`config.mk`:
```
export PLATFORM = sky130hd
export DESIGN_NAME = vlc_word_packer
export DESIGN_NICKNAME = d
export VERILOG_FILES = /design/src/rtl/vlc_word_packer.sv
export SDC_FILE = /design/constraint.sdc
export NUM_CORES = 1
export LEC_CHECK = 0
export ABC_AREA = 0
export BUFFER_PORTS_ARGS = -buffer_cell sky130_fd_sc_hd__clkbuf_2
export CAP_MARGIN = 20
export CELL_PAD_IN_SITES_DETAIL_PLACEMENT = 0
export CELL_PAD_IN_SITES_GLOBAL_PLACEMENT = 1
export CORE_AREA = 2 2 156 112
export DETAILED_ROUTE_END_ITERATION = 16
export DIE_AREA = 0 0 158 114
export PLACE_DENSITY = 0.85
export SYNTH_ARGS = -nofsm -noshare
export SYNTH_HDL_FRONTEND = slang
export SYNTH_SLANG_ARGS = --single-unit
```
`constraint.sdc`:
```
create_clock -name clk -period 5 [get_ports clk]
set_input_delay 0.75 -clock clk [delete_from_list [all_inputs] [get_ports clk]]
set_output_delay 0.75 -clock clk [all_outputs]
set_load 0.1 [all_outputs]
```
`src/rtl/vlc_word_packer.sv`:
```
module vlc_word_packer #(
  parameter int WORD_W = 32,
  localparam int POS_W = $clog2(WORD_W),
  localparam int LEN_W = POS_W + 1,
  localparam int SH_W  = POS_W + 2
) (
  input  logic              clk,
  input  logic              rst_n,
  input  logic              cw_valid,
  input  logic [WORD_W-1:0] cw_bits,
  input  logic [LEN_W-1:0]  cw_len,
  input  logic              flush,
  output logic [WORD_W-1:0] word_out,
  output logic              word_valid
);

  logic [WORD_W-1:0]   hi_q;
  logic [POS_W-1:0]    pos_q;
  logic [2*WORD_W-1:0] len_mask;
  logic [2*WORD_W-1:0] cw_ext;
  logic [SH_W-1:0]     shamt;
  logic [2*WORD_W-1:0] placed;
  logic [2*WORD_W-1:0] pair;
  logic [LEN_W-1:0]    sum;
  logic                take;
  logic                carry;
  logic                drain;

  assign take     = cw_valid && (cw_len != '0);
  assign len_mask = ~({(2*WORD_W){1'b1}} << cw_len);
  assign cw_ext   = {{WORD_W{1'b0}}, cw_bits} & len_mask;
  assign shamt    = SH_W'(2*WORD_W) - SH_W'(pos_q) - SH_W'(cw_len);
  assign placed   = cw_ext << shamt;
  assign pair     = {hi_q, {WORD_W{1'b0}}} | placed;
  assign sum      = LEN_W'(pos_q) + cw_len;
  assign carry    = sum[LEN_W-1];
  assign drain    = !cw_valid && flush && (pos_q != '0);

  always_ff @(posedge clk or negedge rst_n) begin
    if (!rst_n) begin
      hi_q       <= '0;
      pos_q      <= '0;
      word_out   <= '0;
      word_valid <= 1'b0;
    end else if (take) begin
      pos_q      <= sum[POS_W-1:0];
      word_valid <= carry;
      if (carry) begin
        word_out <= pair[2*WORD_W-1:WORD_W];
        hi_q     <= pair[WORD_W-1:0];
      end else begin
        hi_q     <= pair[2*WORD_W-1:WORD_W];
      end
    end else if (drain) begin
      word_out   <= hi_q;
      word_valid <= 1'b1;
      hi_q       <= '0;
      pos_q      <= '0;
    end else begin
      word_valid <= 1'b0;
    end
  end

  AST_LEN_LEGAL: assert property (@(posedge clk) disable iff (!rst_n)
    cw_valid |-> cw_len <= LEN_W'(WORD_W));
  AST_FULL_WORD: assert property (@(posedge clk) disable iff (!rst_n)
    (cw_valid && cw_len == LEN_W'(WORD_W)) |=> word_valid);
  AST_ZERO_LEN_QUIET: assert property (@(posedge clk) disable iff (!rst_n)
    (cw_valid && cw_len == '0) |=> (!word_valid && $stable(pos_q)));
  AST_FLUSH_CLEARS: assert property (@(posedge clk) disable iff (!rst_n)
    (!cw_valid && flush) |=> pos_q == '0);
  AST_FLUSH_EMPTY: assert property (@(posedge clk) disable iff (!rst_n)
    (!cw_valid && flush && pos_q == '0) |=> !word_valid);
  AST_IDLE_QUIET: assert property (@(posedge clk) disable iff (!rst_n)
    (!cw_valid && !flush) |=> (!word_valid && $stable(pos_q) && $stable(word_out)));

endmodule

```
==> impl_metrics.csv <==
group,metric,value,unit
yosys,netlist.area_leader.share,23.8,%
clock_tree,cts_buffers,9,
placed_design,portBuffers,74,
global_routing,grt_usage,31.8,%
clock_tree,cts.sinks,70,
die,dieWidth,158,um
clock_tree,cts_buffer_depth,2,
yosys,netlist_area,0.00735,mm^2
cells_and_area,drive_gt1_share,17.9,%
critical_path,critPathSlowestCell,"a2111oi_0",
timing,max-slew-margin-rel,28.6,%
global_routing,grt_pass1_wl,44200,um
timing,final-hold-violation-count,0,
yosys,syn_avg_cell_area,7.85,um^2
drt,drt-vias-per-instance,6.76,
timing,setup_viol,0,
yosys,synth.area.top_cells,"dfrtp_1 (24%), nand2_1 (4.6%), nor2_1 (4.6%)",
die,core,0.0167,mm^2
timing,finalMaxSlewViolations,0,
run_status,run_status,"finished clean",
yosys,ys.flop_type,"dfrtp_1",
die,dieHeight,114,um
placed_design,place_area,0.00797,mm^2
flow_run,drv_cap,0,
critical_path,path_class,"in2reg",
yosys,ys_ff_latch,70,
critical_path,max_stage_delay,0.75,ns
cells_and_area,area_growth,13.3,%
critical_path,cp.buffers_inverters,4,
die,num_rows,40,
critical_path,arrival,4.54,ns
yosys,yosys_warnings,0,
clock_tree,insertion_delay,0.35,ns
timing,tightestPinTransition,1.06,ns
die,floorplan.initialDensity,44.0,%
clock_tree,cts-root-buf,"clkbuf_16",
placed_design,dpl.hpwl,21000,um
cells_and_area,finalInstanceArea,0.00832,mm^2
global_routing,overflow,0,
yosys,ys_seq_area_share,23.8,%
drt,wl_per_cell,23.0,um
yosys,syn-instance-count,936,
cells_and_area,fin_nets,1037,
hold_path,hp-class,"in2async",
clock_tree,cts_resized,0,
drt,drtIter0Drc,1179,
placed_design,place_congestion,0.961,
clock_tree,post_cts_buffers,0,
yosys,yosys.area.top_type,"dfrtp_1",
die,die-area,0.0180,mm^2
drt,drt_wl_total,27900,um
timing,layout_setup_ws,0.689,ns
critical_path,critPathCaptureType,"register",
critical_path,crit_required,5.23,ns
yosys,async_reset_ff_share,100,%
yosys,syn_nets,995,
timing,rsz0062_at_grt,"no",
timing,post-route-min-period,4.31,ns
yosys,synth_cell_type_count,89,
critical_path,crit_fanout,53,
clock_tree,hold_buffers,0,
global_routing,antenna_found_initial,0,
critical_path,cp_cell_sequence,"clkbuf_2 > ha_1 > inv_1 > ha_1 > inv_1 > fa_2 > buf_4 > nor2b_1 > a2111oi_0 > or4_1 > o21ai_1 > a21oi_1 > mux2_2 > a211oi_1 > a221o_1",
clock_tree,cts_tree,"built",
timing,finalCritPeriodShare,86.2,%
cells_and_area,fillers,1677,
clock_tree,cts_max_level,3,
placed_design,dp_slack,0.388,ns
drt,drc,0,
die,io_pins,75,
drt,num_vias,8201,
global_routing,grt_max_degree,71,
drt,ant_nets,0,
yosys,synth-edff-count,0,
global_routing,grt_pass1_vias,7644,
clock_tree,cts.clk_slew.worst_paths,0.07,ns
timing,skew,0.0112,ns
timing,setup-tns-final,0,ns
timing,max_clock_freq,0.232,GHz
critical_path,start_kind,"input pin",
critical_path,crit_family,"compound AO/OA/AOI/OAI gates",
cells_and_area,diodes,0,
drt,dr.pass1.iters,6,
[through the flow]
stage | hold slack (ns) | instances | util, %
6_report | 0.496 | 1214 | 49.8
3_5_place_dp | 0.475 | 1198 | 47.7
2_1_floorplan | 0.454 | 936 | -
4_1_cts | 0.505 | 1214 | 49.8
3_3_place_gp | 0.472 | 1198 | 47.7
5_1_grt | 0.518 | 1214 | 49.8
[logic make-up after synthesis]
group	synth area share, %
compound gates	36.7
xor+xnor	0.937
fa+ha+maj	3.20
buf+inv	6.40
flops	23.8
mux	8.48
simple gates	20.5
[synth_stat cells, types with 21 or more instances]
cell type and instances:
nor2_1 90, o211ai_1 25, o22ai_1 24, nor3_1 33, o21ai_1 21, a211oi_1 21, mux2i_1 24, buf_2 28
nand3_1 21, nand2_1 91, dfrtp_1 70, a21oi_1 56, clkbuf_1 38, o21ai_0 50
[cells in the final DEF (no fill, tap or decap), types with 6 or more instances in the layout]
cell	count
o21a_1	11
mux2i_1	24
a22oi_1	10
mux4_2	11
o221ai_1	9
nor3_1	33
nor2_1	90
clkbuf_2	73
o22ai_1	24
a21oi_1	56
nor2b_1	8
a221oi_1	6
o31ai_1	9
nor4_1	10
o211ai_1	25
a21o_1	13
buf_4	37
inv_1	18
o21ai_0	50
and3_1	8
clkbuf_16	9
a221o_1	12
ha_1	13
o21ai_1	21
a22o_1	10
o211a_1	6
nand3_1	21
and2_1	9
o2111ai_1	6
dfrtp_1	70
nand2_1	91
mux2_2	12
nand2b_1	11
a211oi_1	21
a31oi_1	14
[path summary, 6_finish.rpt]
path / from / end / slack (ns) / cells past startpoint
max in group asynchronous: rst_n / hi_q[12] / 3.85 / 1
min in group clk: word_out[10] / word_out[10] / 0.50 / 2
min: rst_n / word_out[16] / 0.50 / 1
max reg2reg: pos_q[1] / hi_q[26] / 0.74 / 14
min reg2reg: word_out[10] / word_out[10] / 0.50 / 2
max: cw_len[1] / hi_q[26] / 0.69 / 15
[registers in the layout, indices dropped and copies added (netlist names)]
name	count
hi_q	32
word_valid	1
word_out	32
pos_q	5
[per-layer routing]
layer	global-route usage (%)	routed length, um	up-vias
met5	0	0	-
met4	9.49	534	0
met3	9.35	3420	51
met2	44.2	11600	531
met1	47.2	12400	3920
li1	-	-	3699
[area by class of cell]
type / instances / area [um^2] / share of cell area [%]
repair buffers: 112 / 683 / 8.21
inverters: 22 / 82.6 / 0.992
well taps: 231 / 289 / 3.47
flip-flops and latches: 70 / 1750 / 21.0
clock buffers: 9 / 225 / 2.71
clock inverters: 7 / 128 / 1.53
multi-input cells: 763 / 5160 / 62.0
Power is not shown: default switching activity piles up to over one toggle a cycle in this logic, so the estimate is an artifact.
